## config.mk

```make
export PLATFORM = sky130hd
export DESIGN_NAME = ilv_addr_gen
export DESIGN_NICKNAME = d
export VERILOG_FILES = /design/src/rtl/ilv_pkg.sv /design/src/rtl/ilv_seq_ctrl.sv /design/src/rtl/ilv_run_tracker.sv /design/src/rtl/ilv_addr_step.sv /design/src/rtl/ilv_addr_gen.sv
export SDC_FILE = /design/constraint.sdc
export NUM_CORES = 1
export LEC_CHECK = 0
export ABC_CLOCK_PERIOD_IN_PS = 2600
export CAP_MARGIN = 20
export CORE_MARGIN = 1.5
export CORE_UTILIZATION = 51
export CTS_CLUSTER_SIZE = 20
export DETAILED_ROUTE_END_ITERATION = 8
export HOLD_SLACK_MARGIN = 0.12
export PLACE_DENSITY_LB_ADDON = 0.15
export SETUP_SLACK_MARGIN = 0.5
export SYNTH_ARGS = -nofsm -noshare
export SYNTH_HDL_FRONTEND = slang
export SYNTH_HIERARCHICAL = 1
export SYNTH_SLANG_ARGS = --single-unit
```

## constraint.sdc

```tcl
create_clock -name clk -period 2.6 [get_ports clk]
set_input_delay 0.39 -clock clk [delete_from_list [all_inputs] [get_ports clk]]
set_output_delay 0.39 -clock clk [all_outputs]
set_load 0.01 [all_outputs]
```

## src/rtl/ilv_pkg.sv

```systemverilog
package ilv_pkg;
  localparam int unsigned QW_SHIFT = 4;
  localparam logic [1:0] MODE_INTERLEAVE = 2'd2;
endpackage

```

## src/rtl/ilv_seq_ctrl.sv

```systemverilog
module ilv_seq_ctrl #(
  parameter int unsigned TOTAL_W = 16
) (
  input  logic               clk,
  input  logic               rst_n,
  input  logic               start_ok,
  input  logic [TOTAL_W-1:0] cfg_total,
  input  logic               run_zero,
  input  logic               fire,
  output logic               load,
  output logic               active,
  output logic               done,
  output logic               cfg_err
);
  logic               active_q, active_d;
  logic [TOTAL_W-1:0] remain_q, remain_d;
  logic               done_q, done_d, err_q, err_d;
  logic               idle_start, total_zero, last_beat;

  always_comb begin
    idle_start = !active_q && start_ok;
    total_zero = (cfg_total == '0);
    load       = idle_start && !total_zero && !run_zero;
    last_beat  = fire && (remain_q == TOTAL_W'(1));
    remain_d   = remain_q;
    if (load)      remain_d = cfg_total;
    else if (fire) remain_d = remain_q - TOTAL_W'(1);
    active_d = active_q;
    if (load)           active_d = 1'b1;
    else if (last_beat) active_d = 1'b0;
    done_d = (idle_start && total_zero) || last_beat;
    err_d  = idle_start && !total_zero && run_zero;
  end

  always_ff @(posedge clk or negedge rst_n) begin
    if (!rst_n) begin
      active_q <= 1'b0;
      remain_q <= '0;
      done_q   <= 1'b0;
      err_q    <= 1'b0;
    end else begin
      active_q <= active_d;
      if (load || fire) remain_q <= remain_d;
      done_q   <= done_d;
      err_q    <= err_d;
    end
  end

  assign active  = active_q;
  assign done    = done_q;
  assign cfg_err = err_q;

  // an active transfer always has quadwords left to deliver
  assert_remain_nonzero_R5: assert property (@(posedge clk) disable iff (!rst_n)
    active_q |-> (remain_q != '0));
  // done is a single-cycle pulse
  assert_done_pulse_R6: assert property (@(posedge clk) disable iff (!rst_n)
    done_q |=> !done_q);
  // an error pulse never coincides with a live transfer
  assert_err_idle_R8: assert property (@(posedge clk) disable iff (!rst_n)
    err_q |-> (!active_q && !done_q));
endmodule

```

## src/rtl/ilv_run_tracker.sv

```systemverilog
module ilv_run_tracker #(
  parameter int unsigned RUN_W = 8
) (
  input  logic             clk,
  input  logic             rst_n,
  input  logic             load,
  input  logic             active,
  input  logic [RUN_W-1:0] cfg_run,
  input  logic             fire,
  output logic             run_end
);
  logic [RUN_W-1:0] len_q, left_q, left_d;

  always_comb begin
    run_end = (left_q == RUN_W'(1));
    left_d  = left_q;
    if (load)         left_d = cfg_run;
    else if (fire)    left_d = run_end ? len_q : left_q - RUN_W'(1);
  end

  always_ff @(posedge clk or negedge rst_n) begin
    if (!rst_n) begin
      len_q  <= '0;
      left_q <= '0;
    end else begin
      if (load)         len_q  <= cfg_run;
      if (load || fire) left_q <= left_d;
    end
  end

  // the run position never reaches zero during a transfer
  assert_run_nonzero_R4: assert property (@(posedge clk) disable iff (!rst_n)
    active |-> (left_q != '0));
endmodule

```

## src/rtl/ilv_addr_step.sv

```systemverilog
module ilv_addr_step
  import ilv_pkg::*;
#(
  parameter int unsigned ADDR_W = 32,
  parameter int unsigned SKIP_W = 8
) (
  input  logic              clk,
  input  logic              rst_n,
  input  logic              load,
  input  logic [ADDR_W-1:0] cfg_addr,
  input  logic [SKIP_W-1:0] cfg_skip,
  input  logic              fire,
  input  logic              run_end,
  output logic [ADDR_W-1:0] addr
);
  logic [ADDR_W-1:0] addr_q, addr_d, step;
  logic [SKIP_W-1:0] skip_q;

  always_comb begin
    step = run_end ? ((ADDR_W'(skip_q) + ADDR_W'(1)) << QW_SHIFT)
                   : (ADDR_W'(1) << QW_SHIFT);
    addr_d = addr_q;
    if (load)      addr_d = {cfg_addr[ADDR_W-1:QW_SHIFT], {QW_SHIFT{1'b0}}};
    else if (fire) addr_d = addr_q + step;
  end

  always_ff @(posedge clk or negedge rst_n) begin
    if (!rst_n) begin
      addr_q <= '0;
      skip_q <= '0;
    end else begin
      if (load)         skip_q <= cfg_skip;
      if (load || fire) addr_q <= addr_d;
    end
  end

  assign addr = addr_q;

  // every generated address is quadword aligned
  assert_aligned_R2: assert property (@(posedge clk) disable iff (!rst_n)
    addr_q[QW_SHIFT-1:0] == '0);
endmodule

```

## src/rtl/ilv_addr_gen.sv

```systemverilog
module ilv_addr_gen
  import ilv_pkg::*;
#(
  parameter int unsigned ADDR_W  = 32,
  parameter int unsigned TOTAL_W = 16,
  parameter int unsigned RUN_W   = 8,
  parameter int unsigned SKIP_W  = 8
) (
  input  logic               clk,
  input  logic               rst_n,
  input  logic               start,
  input  logic [1:0]         cfg_mode,
  input  logic [ADDR_W-1:0]  cfg_addr,
  input  logic [TOTAL_W-1:0] cfg_total,
  input  logic [RUN_W-1:0]   cfg_run,
  input  logic [SKIP_W-1:0]  cfg_skip,
  output logic               beat_valid,
  input  logic               beat_ready,
  output logic [ADDR_W-1:0]  beat_addr,
  output logic               busy,
  output logic               done,
  output logic               cfg_err
);
  logic [1:0] rst_pipe_q;
  logic       rst_sync_n;
  logic       start_ok, fire, load, active, run_end;

  always_ff @(posedge clk or negedge rst_n) begin
    if (!rst_n) rst_pipe_q <= 2'b00;
    else        rst_pipe_q <= {rst_pipe_q[0], 1'b1};
  end
  assign rst_sync_n = rst_pipe_q[1];

  assign start_ok   = start && (cfg_mode == MODE_INTERLEAVE);
  assign beat_valid = active;
  assign busy       = active;
  assign fire       = active && beat_ready;

  ilv_seq_ctrl #(.TOTAL_W(TOTAL_W)) u_ctrl (
    .clk(clk), .rst_n(rst_sync_n), .start_ok(start_ok), .cfg_total(cfg_total),
    .run_zero(cfg_run == '0), .fire(fire), .load(load), .active(active),
    .done(done), .cfg_err(cfg_err)
  );

  ilv_run_tracker #(.RUN_W(RUN_W)) u_run (
    .clk(clk), .rst_n(rst_sync_n), .load(load), .active(active),
    .cfg_run(cfg_run), .fire(fire), .run_end(run_end)
  );

  ilv_addr_step #(.ADDR_W(ADDR_W), .SKIP_W(SKIP_W)) u_addr (
    .clk(clk), .rst_n(rst_sync_n), .load(load), .cfg_addr(cfg_addr),
    .cfg_skip(cfg_skip), .fire(fire), .run_end(run_end), .addr(beat_addr)
  );

  // a stalled beat keeps its address and stays offered
  assert_stall_hold_R9: assert property (@(posedge clk) disable iff (!rst_sync_n)
    (beat_valid && !beat_ready) |=> (beat_valid && $stable(beat_addr)));
  // done never overlaps an offered beat
  assert_done_no_beat_R6: assert property (@(posedge clk) disable iff (!rst_sync_n)
    done |-> !beat_valid);
endmodule

```

After elaboration in Yosys (flattened, before gate mapping)
Cells that the tools add are included.

Bits in registers: 77. Bits of input ports: 70. Output and inout bits: 36. Logic and storage cells: 44.

Add/sub/neg operators: 4. Equality and inequality tests: 3. Muxes and demuxes: 10. Reduce and logical (&&, ||, !) cells: 18.

Operator list (count): 2-to-1 mux 32 bit (3); adder 32 bit (1); 2-to-1 mux 16 bit (2); 2-to-1 mux 8 bit (3); equality test 16 x 1 -> 1 bit, second input constant (1); logical NOT 16 bit (1); subtractor 16 x 1 -> 16 bit, second input constant (1); adder 8 x 1 -> 9 bit, second input constant (1); equality test 8 x 1 -> 1 bit, second input constant (1); logical AND 1 bit (8); logical NOT 8 bit (1); subtractor 8 x 1 -> 8 bit, second input constant (1); nonzero test 2 bit (2); logical NOT 1 bit (3); equality test 2 bit, second input constant (1); logical OR 1 bit (2); 2-to-1 mux 1 bit (2); AND reduction 2 bit (1).

Longest topological paths before layout
Depth in word-level cells: 7. Mapped depth: 14. Mapped depth without buffers: 13.

Hierarchy
The synthesis kept the hierarchy.

By module, submodules not included: ilv_addr_step (instances 1, cells an instance 273, area an instance 2424.8 um2, seq. area each 900.9 um2); ilv_seq_ctrl (instances 1, cells an instance 101, area an instance 1157.4 um2, seq. area each 475.5 um2); ilv_run_tracker (instances 1, cells an instance 88, area an instance 892.1 um2, seq. area each 400.4 um2); ilv_addr_gen (instances 1, cells an instance 10, area an instance 93.8 um2, seq. area each 50.0 um2).

Worst setup path before layout
Ideal clock, no wire load.

Kind: register -> register. Start: reg u_run.left_q[1]. End: reg u_addr.addr_q[26], in the netlist u_addr/addr[26]. Setup time: 0.067 ns. Data arrival time: 3.185 ns. Required time: 2.533 ns. Setup slack: -0.652 ns. Cell stages (with the launch flop): 15. Path buffers: 1. Period minus slack after synthesis: 3.252 ns. Cell sequence: dfrtp_1 > inv_1 > ha_1 > nor3b_1 > nand2_1 > inv_1 > nand2_1 > ha_1 > fa_1 > a21o_1 > a221o_1 > clkbuf_1 > o21a_1 > a311oi_1 > nand2b_1.

Longest elaborated chain between the ends: 5.

Ends and longest elaborated chain: start, declared (RTL line ilv_run_tracker.sv:12) `logic [RUN_W-1:0] len_q, left_q, left_d;`; start signal, assigned (RTL line ilv_run_tracker.sv:27) `if (load || fire) left_q <= left_d;`; equality test 8 x 1 -> 1 bit (RTL line ilv_run_tracker.sv:15) `run_end = (left_q == RUN_W'(1));`; via run_end (RTL line ilv_addr_gen.sv:26) `logic start_ok, fire, load, active, run_end;`; 2-to-1 mux 32 bit (RTL line ilv_addr_step.sv:20) `step = run_end ? ((ADDR_W'(skip_q) + ADDR_W'(1)) << QW_SHIFT)`; adder 32 bit (RTL line ilv_addr_step.sv:24) `else if (fire) addr_d = addr_q + step;`; 2-to-1 mux 32 bit (RTL line ilv_addr_step.sv:24); 2-to-1 mux 32 bit (RTL line ilv_addr_step.sv:23) `if (load) addr_d = {cfg_addr[ADDR_W-1:QW_SHIFT], {QW_SHIFT{1'b0}}};`; end signal, assigned (RTL line ilv_addr_step.sv:33) `if (load || fire) addr_q <= addr_d;`; end, declared (RTL line ilv_addr_step.sv:16) `logic [ADDR_W-1:0] addr_q, addr_d, step;`.

The timed path passes the listed nets, and every way through them passes these cells. The select of a mux whose other input is x is not followed. A chain may end at the register's enable or synchronous reset.

Final worst setup path
Same ends and word-level chain as after synthesis.

==> results.py <==
metrics = {
    "outcome": {
        "status": "finished, violations left",
        "violations": "negative setup slack",
    },
    "synthesis": {
        "synth_xor_area_frac": 0.0594,
        "synth.most_common_cell": "dfrtp_1",
        "netlist_top_cells_count": "73 x dfrtp_1, 39 x nand2_1, 35 x o21ai_0",
        "yosysSeqAreaShare": 0.400,
        "synth_top_family_by_area": "simple AND/OR/NAND/NOR gates",
        "synth_area_leaders": "dfrtp_1 40%, mux2_2 5.9%, ha_1 3.8%",
        "synth_edf_count": 0,
        "avgSynthCellArea_um2": 9.68,
        "syn_inst": 472,
        "yosysTopAreaCellShare": 0.400,
        "ys_ff_latch": 73,
        "yosysWarnings": 6,
        "synth-simple-area-share": 0.216,
        "synth_compound_area_frac": 0.150,
        "yosysUniqueCellTypes": 63,
        "synthMuxAreaShare": 0.0931,
        "synth-main-ff-cell": "dfrtp_1",
        "synth_area_um2": 4570,
        "synthAdderAreaFrac": 0.0427,
        "synth_top_area_cell": "dfrtp_1",
        "synthArstFlopShare": 1.00,
    },
    "global_routing": {
        "grt_pass1_wl_um": 22700,
        "first_global_vias": 4777,
        "grt.total_usage": 0.295,
        "antenna_found_initial": 0,
        "grt_max_degree": 39,
        "overflow": 0,
    },
    "routing": {
        "num_vias": 4694,
        "drtIter0Drc": 247,
        "dr.pass1.iters": 5,
        "avgViaCountPerCell": 6.00,
        "wl_um": 15000,
        "drc_errors": 0,
        "drtAntennaViolNets": 0,
        "wl_per_cell_um": 19.2,
    },
    "clock_tree": {
        "clk_pin_slew_ns": 0.09,
        "hold_buffers": 0,
        "htree_num_levels": 3,
        "tritoncts": "yes",
        "cts_buffers": 9,
        "cts_buffer_depth": 2,
        "cts_root_buf": "clkbuf_8",
        "cts.sinks": 73,
        "clkLatencyLatePin_ns": 0.37,
    },
    "worst_setup_path": {
        "slowest_delay_ns": 0.45,
        "cp-end-kind": "register",
        "worstPathArrival_ns": 3.37,
        "crit_chain": "inv_2 > ha_4 > nor3b_4 > nand2_2 > inv_4 > nand2_4 > ha_4 > fa_2 > a21o_1 > a221o_2 > o21a_4 > a311oi_2 > nand2b_1",
        "worstPathRequired_ns": 2.90,
        "critPathTopFamily": "compound AO/OA/AOI/OAI gates",
        "cp.buffers_inverters": 2,
        "start_kind": "register",
        "cpMostUsedCell": "ha_4",
        "critPathLaunch": "u_run/left_q[1]",
        "timing.rr.start": "u_run/left_q[1]",
        "path_max_fanout": 8,
        "crit_slowest_cell": "a221o_2",
        "critPathKind": "reg -> reg",
    },
    "floorplanning": {
        "die_area_um2": 9530,
        "fp.dieH_um": 97.6,
        "rows": 34,
        "fp.dieW_um": 97.6,
        "io_pins": 106,
        "start_util": 0.524,
        "fp.coreArea_um2": 8720,
    },
    "sta": {
        "slew_viol_final": 0,
        "slew_headroom": 0.423,
        "whs_ns": 0.176,
        "fin_ws_ns": -0.464,
        "setup_viol_count_final": 22,
        "final_period_minus_worst_setup_slack_ns": 3.06,
        "finalHoldViolCount": 0,
        "fmax_mhz": 326,
        "rsz0062_at_grt": "true",
        "skew_ns": 0.0128,
        "finalSetupTns_ns": -6.66,
        "final_min_period_over_clock_period": 1.18,
        "worstMarginPinSlew_ns": 0.865,
    },
    "finish": {
        "diodes": 0,
        "area_delta_synth_final_pct": 56.9,
        "postLayoutCellArea_um2": 7170,
        "nets": 754,
        "fin_cells": 782,
        "fin_util": 0.822,
        "drive_gt1_frac": 0.356,
    },
    "power": {
        "vdd_ir_drop_max_mv": 0.478,
        "p_leak_nw": 3.03,
        "p_total_mw": 6.24,
        "p_per_area_nw_per_um2": 871,
    },
    "placement": {
        "dpl_worst_slack_ns": -0.328,
        "place_hpwl_um": 8950,
        "gp_congestion": 0.843,
        "postPlaceCellArea_um2": 6250,
        "dp.cells": 731,
        "portBuffers": 97,
    },
    "job": {
        "max-cap-violations": 0,
    },
    "worst_hold_path": {
        "holdCritPathClass": "in -> async",
    },
}
## kinds of logic (layout without fill, tap and decap cells)
| family | after synthesis | count (layout) |
|---|---|---|
| compound gates | 110 | 110 |
| xor+xnor | 31 | 31 |
| fa+ha+maj | 15 | 15 |
| buf+inv | 34 | 233 |
| flops | 73 | 73 |
| mux | 36 | 36 |
| other cells | 2 | 5 |
| simple gates | 171 | 171 |
## per-layer routing
| metal | track usage | vias up | part of all wire |
|---|---|---|---|
| met3 | 0.0583 | 51 | 0.053 |
| met1 | 0.346 | 2303 | 0.39 |
| li1 | - | 2135 | - |
| met4 | 0.110 | 0 | 0.040 |
| met5 | 0 | - | 0 |
| met2 | 0.531 | 205 | 0.52 |
## cell type report
class / instances / area, um^2
Multi-Input combinational cell: 368 / 3040
Timing Repair Buffer: 203 / 1920
Sequential cell: 73 / 1830
Fill cell: 497 / 1560
Clock buffer: 10 / 138
Tap cell: 108 / 135
Inverter: 14 / 58.8
Clock inverter: 6 / 50.0
## state kept, by name, summed over array words and instances (netlist names)
register / cells
u_addr/addr: 28
u_ctrl/remain_q: 16
u_addr/skip_q: 8
u_run/left_q: 8
u_run/len_q: 8
rst_pipe_q: 2
u_ctrl/active: 1
u_ctrl/cfg_err: 1
u_ctrl/done: 1
## report_power, final
group | internal (mW) | leakage [nW] | switching, mW
Clock | 0.382 | 0.0895 | 0.489
Combinational | 1.77 | 2.08 | 1.38
Sequential | 1.60 | 0.855 | 0.622
Total | 3.75 | 3.03 | 2.49
## layout by cell type (no fill, tap or decap), drive strengths merged, types with 12 or more instances in the layout
cell type and instances:
a21oi 20, a31oi 12, buf 106, clkbuf 16
clkdlybuf4s50 71, dfrtp 73, dlygate4sd2 13, ha 14
inv 15, mux2 31, nand2 39, nand3 14
nor2 28, nor4 15, o21ai 37, or3 15
xnor2 16, xor2 15
## final timing paths
| kind | endpoint | slack (ns) | cells past startpoint |
|---|---|---|---|
| worst max register to register | u_addr/addr[26] | -0.46 | 13 |
| max in group asynchronous | u_addr/addr[28] | 1.42 | 1 |
| worst min-delay path | rst_pipe_q[0] | 0.18 | 1 |
| worst min register to register | rst_pipe_q[1] | 0.37 | 0 |
| worst max-delay path | u_addr/addr[26] | -0.46 | 13 |
| min in group clk | u_ctrl/remain_q[4] | 0.30 | 2 |
## repair_timing
action                     in CTS  in global routing
setup endpoints to repair      63                 41
setup buffers                  19                 14
pin swaps                      50                 34
gates resized for setup        89                 54
cloned                          2                  0
Note: power is estimated with default switching activity, not from simulation.
